==> src/rtl/mdio_poll_pkg.sv <==
package mdio_poll_pkg;
  localparam int ADDR_W     = 5;
  localparam int NUM_ADDR   = 1 << ADDR_W;
  localparam int FRAME_BITS = 64;
  localparam int CNT_W      = $clog2(FRAME_BITS);
  localparam int HDR_FIRST  = 32;
  localparam int HDR_LAST   = 45;
  localparam int TA_SAMPLE  = 47;
  localparam int DATA_FIRST = 48;
  localparam int DATA_W     = 16;
  localparam int SLOTS      = 2;

  typedef struct packed {
    logic active;     // a frame is running on the bus
    logic sampleTa;   // rising MDC in the second turnaround bit
    logic shiftData;  // rising MDC in a data bit
    logic commit;     // falling MDC closing the last bit
  } pollStrb_t;
endpackage

==> src/rtl/mdio_poll_ctrl.sv <==
module mdio_poll_ctrl
  import mdio_poll_pkg::*;
#(
  parameter int DIV_W = 8
) (
  input  logic              clk,
  input  logic              rst_n,
  input  logic [DIV_W-1:0]  divSel,
  input  logic              yieldReq,
  output logic              mdc,
  output logic [CNT_W-1:0]  bitIdx,
  output logic [ADDR_W-1:0] pollAddr,
  output logic              pollIdle,
  output pollStrb_t         strb
);
  typedef enum logic { ST_RUN, ST_HOLD } state_t;

  state_t           state;
  logic [DIV_W-1:0] divCnt;
  logic [DIV_W-1:0] halfLen;
  logic             tick, riseEv, fallEv, lastBit;

  assign halfLen = (divSel == '0) ? DIV_W'(1) : divSel;
  assign tick    = (divCnt >= halfLen - DIV_W'(1));
  assign riseEv  = tick & ~mdc;
  assign fallEv  = tick & mdc;
  assign lastBit = (bitIdx == CNT_W'(FRAME_BITS - 1));

  always_ff @(posedge clk or negedge rst_n) begin
    if (!rst_n) begin
      divCnt <= '0;
      mdc    <= 1'b0;
    end else if (tick) begin
      divCnt <= '0;
      mdc    <= ~mdc;
    end else begin
      divCnt <= divCnt + DIV_W'(1);
    end
  end

  always_ff @(posedge clk or negedge rst_n) begin
    if (!rst_n) begin
      state    <= ST_RUN;
      bitIdx   <= '0;
      pollAddr <= '0;
    end else if (fallEv) begin
      case (state)
        ST_RUN: begin
          if (lastBit) begin
            bitIdx   <= '0;
            pollAddr <= pollAddr + ADDR_W'(1);
            if (yieldReq) state <= ST_HOLD;
          end else begin
            bitIdx <= bitIdx + CNT_W'(1);
          end
        end
        default: if (!yieldReq) state <= ST_RUN;
      endcase
    end
  end

  always_comb begin
    strb.active    = (state == ST_RUN);
    strb.sampleTa  = riseEv && strb.active && (bitIdx == CNT_W'(TA_SAMPLE));
    strb.shiftData = riseEv && strb.active && (bitIdx >= CNT_W'(DATA_FIRST));
    strb.commit    = fallEv && strb.active && lastBit;
  end

  assign pollIdle = (state == ST_HOLD);

  // bit position advances only together with a falling MDC
  a_r2_bit_on_fall: assert property (@(posedge clk) disable iff (!rst_n)
    !$stable(bitIdx) |-> $fell(mdc));
  // address moves by exactly one, wrapping
  a_r6_addr_step: assert property (@(posedge clk) disable iff (!rst_n)
    !$stable(pollAddr) |-> (pollAddr == ADDR_W'($past(pollAddr) + ADDR_W'(1))));
  // holding starts only at a frame boundary on a falling MDC
  a_r10_hold_boundary: assert property (@(posedge clk) disable iff (!rst_n)
    $rose(pollIdle) |-> (bitIdx == '0) && $fell(mdc));
endmodule

==> src/rtl/mdio_poll_dp.sv <==
module mdio_poll_dp
  import mdio_poll_pkg::*;
#(
  parameter int LINK_BIT   = 2,
  parameter int STATUS_REG = 1
) (
  input  logic                         clk,
  input  logic                         rst_n,
  input  pollStrb_t                    strb,
  input  logic [CNT_W-1:0]             bitIdx,
  input  logic [ADDR_W-1:0]            pollAddr,
  input  logic [SLOTS-1:0][ADDR_W-1:0] monAddr,
  input  logic [SLOTS-1:0]             monIntEn,
  input  logic [SLOTS-1:0]             evtClear,
  input  logic                         mdioIn,
  output logic                         mdioOut,
  output logic                         mdioOe,
  output logic [NUM_ADDR-1:0]          presentMap,
  output logic [NUM_ADDR-1:0]          linkMap,
  output logic [SLOTS-1:0]             linkEvent,
  output logic [SLOTS-1:0]             linkIrq
);
  localparam int HDR_W = HDR_LAST - HDR_FIRST + 1;

  logic [HDR_W-1:0]  hdr;
  logic [CNT_W-1:0]  hdrSel;
  logic              taLow;
  logic [DATA_W-1:0] shiftReg;
  logic              newLink;
  logic [SLOTS-1:0]  setEv;

  assign hdr    = {2'b01, 2'b10, pollAddr, ADDR_W'(STATUS_REG)};
  assign hdrSel = CNT_W'(HDR_LAST) - bitIdx;

  always_comb begin
    mdioOut = 1'b1;
    mdioOe  = 1'b0;
    if (strb.active) begin
      if (bitIdx < CNT_W'(HDR_FIRST)) begin
        mdioOe = 1'b1;
      end else if (bitIdx <= CNT_W'(HDR_LAST)) begin
        mdioOe  = 1'b1;
        mdioOut = hdr[hdrSel[3:0]];
      end
    end
  end

  always_ff @(posedge clk or negedge rst_n) begin
    if (!rst_n) begin
      taLow    <= 1'b0;
      shiftReg <= '0;
    end else begin
      if (strb.sampleTa)  taLow    <= ~mdioIn;
      if (strb.shiftData) shiftReg <= {shiftReg[DATA_W-2:0], mdioIn};
    end
  end

  assign newLink = taLow & shiftReg[LINK_BIT];

  always_ff @(posedge clk or negedge rst_n) begin
    if (!rst_n) begin
      presentMap <= '0;
      linkMap    <= '0;
    end else if (strb.commit) begin
      presentMap[pollAddr] <= taLow;
      linkMap[pollAddr]    <= newLink;
    end
  end

  for (genvar m = 0; m < SLOTS; m++) begin : g_slot
    assign setEv[m] = strb.commit && (pollAddr == monAddr[m]) &&
                      (linkMap[pollAddr] != newLink);

    always_ff @(posedge clk or negedge rst_n) begin
      if (!rst_n)           linkEvent[m] <= 1'b0;
      else if (setEv[m])    linkEvent[m] <= 1'b1;
      else if (evtClear[m]) linkEvent[m] <= 1'b0;
    end

    assign linkIrq[m] = linkEvent[m] & monIntEn[m];

    // an event appears only at the close of a poll frame
    a_r7_event_on_poll: assert property (@(posedge clk) disable iff (!rst_n)
      $rose(linkEvent[m]) |-> $past(strb.commit));
    // a clear without a concurrent event empties the slot
    a_r9_clear: assert property (@(posedge clk) disable iff (!rst_n)
      (evtClear[m] && !setEv[m]) |=> !linkEvent[m]);
  end

  // a frame with no turnaround response clears the presence bit
  a_r4_absent_clears: assert property (@(posedge clk) disable iff (!rst_n)
    (strb.commit && !taLow) |=> !presentMap[$past(pollAddr)]);
  // link is never reported for an address with no responder
  a_r5_link_needs_present: assert property (@(posedge clk) disable iff (!rst_n)
    (linkMap & ~presentMap) == '0);
  // bus is released whenever no frame runs
  a_r10_released: assert property (@(posedge clk) disable iff (!rst_n)
    !strb.active |-> !mdioOe);
endmodule

==> src/rtl/mdio_poll_monitor.sv <==
module mdio_poll_monitor
  import mdio_poll_pkg::*;
#(
  parameter int DIV_W      = 8,
  parameter int LINK_BIT   = 2,
  parameter int STATUS_REG = 1
) (
  input  logic              clk,
  input  logic              rst_n,
  input  logic [DIV_W-1:0]  divSel,
  input  logic              yieldReq,
  output logic              pollIdle,
  input  logic [4:0]        monAddrA,
  input  logic [4:0]        monAddrB,
  input  logic [1:0]        monIntEn,
  input  logic [1:0]        evtClear,
  output logic              mdc,
  output logic              mdioOut,
  output logic              mdioOe,
  input  logic              mdioIn,
  output logic [31:0]       presentMap,
  output logic [31:0]       linkMap,
  output logic [1:0]        linkEvent,
  output logic [1:0]        linkIrq
);
  pollStrb_t                    strb;
  logic [CNT_W-1:0]             bitIdx;
  logic [ADDR_W-1:0]            pollAddr;
  logic [SLOTS-1:0][ADDR_W-1:0] monAddr;

  assign monAddr = {monAddrB, monAddrA};

  mdio_poll_ctrl #(.DIV_W(DIV_W)) u_ctrl (
    .clk(clk), .rst_n(rst_n), .divSel(divSel), .yieldReq(yieldReq),
    .mdc(mdc), .bitIdx(bitIdx), .pollAddr(pollAddr), .pollIdle(pollIdle),
    .strb(strb)
  );

  mdio_poll_dp #(.LINK_BIT(LINK_BIT), .STATUS_REG(STATUS_REG)) u_dp (
    .clk(clk), .rst_n(rst_n), .strb(strb), .bitIdx(bitIdx),
    .pollAddr(pollAddr), .monAddr(monAddr), .monIntEn(monIntEn),
    .evtClear(evtClear), .mdioIn(mdioIn), .mdioOut(mdioOut),
    .mdioOe(mdioOe), .presentMap(presentMap), .linkMap(linkMap),
    .linkEvent(linkEvent), .linkIrq(linkIrq)
  );
endmodule

==> config.mk <==
export PLATFORM = sky130hd
export DESIGN_NAME = mdio_poll_monitor
export DESIGN_NICKNAME = d
export VERILOG_FILES = /design/src/rtl/mdio_poll_pkg.sv /design/src/rtl/mdio_poll_ctrl.sv /design/src/rtl/mdio_poll_dp.sv /design/src/rtl/mdio_poll_monitor.sv
export SDC_FILE = /design/constraint.sdc
export NUM_CORES = 1
export LEC_CHECK = 0
export BUFFER_PORTS_ARGS = -buffer_cell sky130_fd_sc_hd__buf_4
export CAP_MARGIN = 20
export CORE_MARGIN = 1
export CORE_UTILIZATION = 51
export DETAILED_ROUTE_END_ITERATION = 8
export PLACE_DENSITY = 0.75
export SLEW_MARGIN = 20
export SYNTH_ARGS = -nofsm -noshare
export SYNTH_HDL_FRONTEND = slang
export SYNTH_SLANG_ARGS = --single-unit
==> constraint.sdc <==
create_clock -name clk -period 5.4 [get_ports clk]
set_input_delay 1.08 -clock clk [delete_from_list [all_inputs] [get_ports clk]]
set_output_delay 1.08 -clock clk [all_outputs]
set_load 0.02 [all_outputs]
Word level (Yosys, flattened, before mapping) --
Cells that the tools add are included.
Word-level totals: output and inout port bits 72, register bits 91
Cells by class: reductions and logical operators 15, multiplexer cells 24, $add $sub $neg 5, $lt $le $gt $ge 7, bitwise gates (word level) 8, eq/ne operators 5
Operator list (count):
- 32-bit bitwise mux | 2
- 1-bit two-way mux | 16
- 8-bit two-way mux | 2
- 6-bit == test, second input constant | 2
- 5-bit == test | 2
- 1-bit logical AND | 10
- 8-bit by 1-bit adder with 8-bit output, second input constant | 1
- 8-bit greater-or-equal comparator | 1
- 8-bit zero test | 1
- 8-bit by 1-bit subtractor with 8-bit output, second input constant | 1
- 6-bit by 1-bit adder with 6-bit output, second input constant | 1
- 6-bit greater-or-equal comparator, second input constant | 1
- 6-bit <= comparator, second input constant | 1
- 5-bit by 6-bit less-than comparator with 1-bit output, second input constant | 1
- 6-bit less-than comparator, second input constant | 1
- 6-bit two-way mux | 1
- 5-bit by 1-bit adder with 5-bit output, second input constant | 1
- 1-bit AND | 5
- 1-bit binary-select mux with 5-bit select | 1
- 1-bit demux with 5-bit select | 1
- 5-bit by 1-bit greater-or-equal comparator with 1-bit output, second input constant | 1
- 4-bit by 5-bit less-than comparator with 1-bit output, second input constant | 1
- 1-bit binary-select mux with 4-bit select | 1
- 2-bit nonzero test | 2
- other kinds (5) | 7

Logic depth before layout (Yosys ltp) --
depth after elaboration 10, depth in mapped cells 13, mapped depth without buffers 12

By module --
Synthesis repeated with hierarchy kept, for this count alone.
Second synthesis, totals: cells, all modules 429, area, all modules 4722.0 um2
By module, submodules not included:
- mdio_poll_dp | area an instance 3405.8 um2, times used 1, cells each 300
- mdio_poll_ctrl | area an instance 1316.3 um2, times used 1, cells each 129

Worst setup path before layout --
Ideal clock, no wire load.
path kind input-to-reg, start point in divSel[5], end point reg u_dp.linkMap[27], data required time 5.275 ns, stages 12, buffers on the path 1, arrival 3.765 ns, slack 1.511 ns, cells stage by stage nor4_1 > a31oi_1 > ha_1 > xnor2_1 > ha_1 > and3_1 > o21ai_0 > a31o_2 > a211oi_4 > buf_4 > and3_1 > mux2_2
Between the ends: longest elaborated chain between the ends 7
RTL lines:
- start, declared | line mdio_poll_monitor.sv:10 | input logic [DIV_W-1:0] divSel,
- 8-bit zero test | line mdio_poll_ctrl.sv:23 | assign halfLen = (divSel == '0) ? DIV_W'(1) : divSel;
- 8-bit two-way mux (*) | line mdio_poll_ctrl.sv:23
- 8-bit by 1-bit subtractor with 8-bit output (*) | line mdio_poll_ctrl.sv:24 | assign tick = (divCnt >= halfLen - DIV_W'(1));
- 8-bit greater-or-equal comparator (*) | line mdio_poll_ctrl.sv:24
- 1-bit AND (*) | line mdio_poll_ctrl.sv:26 | assign fallEv = tick & mdc;
- 1-bit logical AND (*) (2 in series) | line mdio_poll_ctrl.sv:66 | strb.commit = fallEv && strb.active && lastBit;
- end signal, assigned by index | line mdio_poll_dp.sv:66 | linkMap[pollAddr] <= newLink;
- end, declared | line mdio_poll_dp.sv:19 | output logic [NUM_ADDR-1:0] linkMap,
Mark *: on every way between the ends. The rest lies on a longest branch, timed or not. A chain may end at the register's enable or synchronous reset.

Worst setup path after layout --
start point in divSel[5], end point reg u_dp.presentMap[27]
Between the ends: longest elaborated chain between the ends 7
RTL lines:
- 8-bit zero test | line mdio_poll_ctrl.sv:23
- 8-bit two-way mux (*) | line mdio_poll_ctrl.sv:23
- 8-bit by 1-bit subtractor with 8-bit output (*) | line mdio_poll_ctrl.sv:24
- 8-bit greater-or-equal comparator (*) | line mdio_poll_ctrl.sv:24
- 1-bit AND (*) | line mdio_poll_ctrl.sv:26
- 1-bit logical AND (*) (2 in series) | line mdio_poll_ctrl.sv:66
- end signal, assigned by index | line mdio_poll_dp.sv:65 | presentMap[pollAddr] <= taLow;
- end, declared | line mdio_poll_dp.sv:18 | output logic [NUM_ADDR-1:0] presentMap,
Marks and branches as above.

==> results.txt <==
The flow ran to the end, and the final reports show no timing, DRC or antenna violations. The CTS clock-pin slew for the worst setup and hold paths is 0.09 ns, and the net load switching power is 473.8 uW. Of the post-synthesis cell area, the dominant cell type holds 47.57%. The instance count after placement with tap cells included came out at 588. TritonCTS created 9 clock buffers. The logs give 2 for the largest buffer count on any clock path and 47.57% for the sequential-to-total area share from yosys stat. The run gives 48 as the number of distinct library cell variants in the gate-level netlist after synthesis. In this run the cell area of the synthesized design comes to 0.004787 mm^2. In the final routed layout, each cell accounts on average for 17.71 um. The number of maximum-capacitance violations came out at 0. Proportion of power drawn by the clock network: 30.0%.

Per report_power, the sequential group accounts for 51.6% of the total. At the pin with the least slew margin, the transition time is 1.010 ns. Ranked by total cell area, the synthesized netlist is headed by sky130_fd_sc_hd__dfrtp_1, sky130_fd_sc_hd__mux2_2, sky130_fd_sc_hd__ha_1, sky130_fd_sc_hd__nand3_1, sky130_fd_sc_hd__xor2_1. Buffers inserted to repair hold after CTS numbered 0. The count of endpoints failing hold in the final timing report came out at 0. Summed over all nets, the half-perimeter wirelength after detailed placement is 7.403 mm. Data arrives at the worst endpoint at 4.27 ns. For the required time reported for the critical path endpoint, the log shows 5.64 ns. The I/O pin count came out at 98. The latest clock arrival within the worst-skew pair is 0.36 ns, and the net count of the mapped netlist is 451.

Input and output buffers added on the ports amount to 97. The logs give 0.009778 mm^2 for the full die area and 51 for the pin count of the biggest net entering global routing. Summed over all failing endpoints, the final setup total negative slack is 0 ns. The repair_antennas step left the layout with diodes totalling 0. The tools report the total count of max-transition violations in the final report as 0. The Yosys step of the flow raised 0 warnings. Global-route usage over all layers: 22.69%.

Summed over all layers, the routed wires come to 10.70 mm. The total area inside the core boundary comes to 0.008891 mm^2. The leakage power total was 0.002935 uW; the number of DRC markers after the initial detailed-route iteration was 208. Cells fill 64.45% of the core in the end. The critical path is of the primary input to flip-flop type. The total via count in the routed design came out at 3530. The tools report the number of antenna violations at the first check in global routing as 0.

Clock skew on the completed layout was measured at 0.01478 ns. For this run, design rule violations remaining after detail routing come to 0. Most frequent cell after synthesis: sky130_fd_sc_hd__dfrtp_1.

For the share of power burned in combinational logic, the log shows 18.4%. The placed instances occupy a cell area of 0.005529 mm^2. Setup repair after global routing left no endpoint under its margin. The final critical-path required period is 4.032 ns, and the proportion of total power due to net switching is 30.67%.

Of the available clock period, the critical path in the final layout requires 74.66%. The post-cts gate resize count is 0, and the die height is 98.89 um. TritonCTS built the clock tree. Power spread over the standard cell area amounts to 269.6 mW/mm^2. The worst setup path is launched from a primary input.

For this run, the number of standard cells in the final layout without fillers is 604. The number of global-route vias before repair is 3412, and the async set-or-reset flop fraction in the synthesized netlist is 100.0%. The post-route netlist has 39.11% of its cells at a drive strength greater than 1. The post-synthesis cell count is 405, and the via count normalized by instance count is 5.844. After synthesis, the most frequently instantiated cells are sky130_fd_sc_hd__dfrtp_1, sky130_fd_sc_hd__mux2_2, sky130_fd_sc_hd__nand3_1, sky130_fd_sc_hd__ha_1. VDD sags by at most 127.6 uV. The logs give 34 for the placement row count and 0 for the number of buffers inserted to repair setup after CTS. Of all nets on the critical path, the largest fanout is 40. After routing the design area is 0.005731 mm^2.

The tools report the worst slew slack as a fraction of its limit as 32.69%. Hold is met by 0.5030 ns. For this design, the sink count on the clock tree is 91. The die boundary width was 98.89 um; the initial standard-cell utilization of the core was 53.84%. In this run the clock root is driven by a sky130_fd_sc_hd__clkbuf_8.

Derived from the worst setup path, the maximum achievable clock frequency is 248.0 MHz. The most used flip-flop cell after synthesis is sky130_fd_sc_hd__dfrtp_1. Once detail routing completed, the nets flagged for antenna violations numbered 0.

Largest area contributor in the netlist: sky130_fd_sc_hd__dfrtp_1. The number of nets in the layout came out at 537. The min-delay analysis places its worst path in the category flip-flop to flip-flop. Dividing the synthesized area by the synthesized cell count gives 11.82 um^2.

Before antenna repair, the detailed router went through 5 iterations. The first-pass GRT wire length came out at 17.44 mm. The H-tree generated during clock tree synthesis spans 3 levels. The setup check on the worst reg-to-reg path leaves a slack of 2.51 ns. From synthesis to final layout, the design area changed by 19.71%.

STA classifies the critical path endpoint as a flip-flop. At the end of routability-driven placement, the weighted congestion stood at 0.8486. Setup violations remaining at the end of the flow were counted as 0. The count of flip-flops with a built-in enable after synthesis is 0, and the flop and latch count out of synthesis is 91. Internal power comes to 1071 uW. The leftover overflow at the end of global routing is 0.
[cell type report]
| cell class | instances | area (um^2) |
|---|---|---|
| Multi-Input combinational cell | 274 | 2315 |
| Clock inverter | 6 | 71.32 |
| Clock buffer | 10 | 127.6 |
| Sequential cell | 91 | 2278 |
| Tap cell | 108 | 135.1 |
| Fill cell | 701 | 3161 |
| Timing Repair Buffer | 99 | 743.2 |
| Inverter | 16 | 60.06 |
[per-layer routing]
metal	up-vias	global-route usage, %	part of all wire (%)
li1	1623	-	-
met1	1777	32.59	46
met2	119	35.83	47
met3	11	3.475	5.8
met4	0	6.429	1.1
met5	-	0	0
[power by group through the flow]
stage / registers [uW] / clock network, uW / logic, uW
2_1_floorplan: 785 / 0 / 213
3_3_place_gp: 805 / 0 / 272
3_5_place_dp: 807 / 0 / 287
4_1_cts: 795 / 475 / 286
5_1_grt: 804 / 508 / 327
6_report: 797 / 464 / 284
[cell families after synthesis]
logic type	Yosys count	share of synthesized area, %
simple gates	103	11.74
fa+ha+maj	20	5.227
buf+inv	40	4.104
compound gates	36	5.123
xor+xnor	28	5.123
mux	87	21.12
flops	91	47.57
[registers in the layout, indices dropped and copies added, names as in the netlist]
register         count
u_dp.shiftReg        3
u_dp.linkMap        32
u_ctrl.bitIdx        6
u_dp.presentMap     32
u_ctrl.pollAddr      5
u_ctrl.pollIdle      1
u_ctrl.mdc           1
u_ctrl.divCnt        8
u_dp.linkEvent       2
u_dp.taLow           1
[per-stage QoR]
stage	setup slack, ns	power, uW
after global placement	1.109	1078
after floorplan	1.511	997.7
after detailed placement	1.002	1094
after global routing	1.109	1640
after CTS	1.377	1556
final	1.368	1545
[final timing paths]
kind / from / to / cells past startpoint
min reg2reg: u_dp.shiftReg[1] / u_dp.shiftReg[2] / 1
max in group asynchronous: rst_n / u_dp.taLow / 2
min in group asynchronous: rst_n / u_dp.linkEvent[0] / 1
max: divSel[5] / u_dp.presentMap[27] / 13
min: u_dp.shiftReg[1] / u_dp.shiftReg[2] / 1
max reg2reg: u_ctrl.pollAddr[0] / u_dp.linkEvent[0] / 6
[cell usage in the layout, fill, tap and decap left out, drive strengths merged, types with 3 or more instances in the layout]
master  count
ha         20
a31oi       4
xnor2      12
mux2       80
xor2       16
and2        3
nand3      35
o21ai       6
nor3        3
buf        99
clkbuf     10
nor3b       5
nand2      12
inv        18
nor2       16
and3       14
dfrtp      91
a21oi      11
nand4       5
mux2i       5
a222oi      3
[worst max-delay path: stages]
cell,delay [ns]
sky130_fd_sc_hd__buf_4,0.12
sky130_fd_sc_hd__nor4_1,0.45
sky130_fd_sc_hd__a31oi_1,0.20
sky130_fd_sc_hd__ha_1,0.25
sky130_fd_sc_hd__xnor2_1,0.13
sky130_fd_sc_hd__ha_1,0.29
sky130_fd_sc_hd__and3_1,0.15
sky130_fd_sc_hd__o21ai_0,0.07
sky130_fd_sc_hd__a31o_2,0.29
sky130_fd_sc_hd__a211oi_4,0.23
sky130_fd_sc_hd__buf_4,0.39
sky130_fd_sc_hd__and3_1,0.27
sky130_fd_sc_hd__mux2_1,0.34
Note: power is estimated with default switching activity, not from simulation.
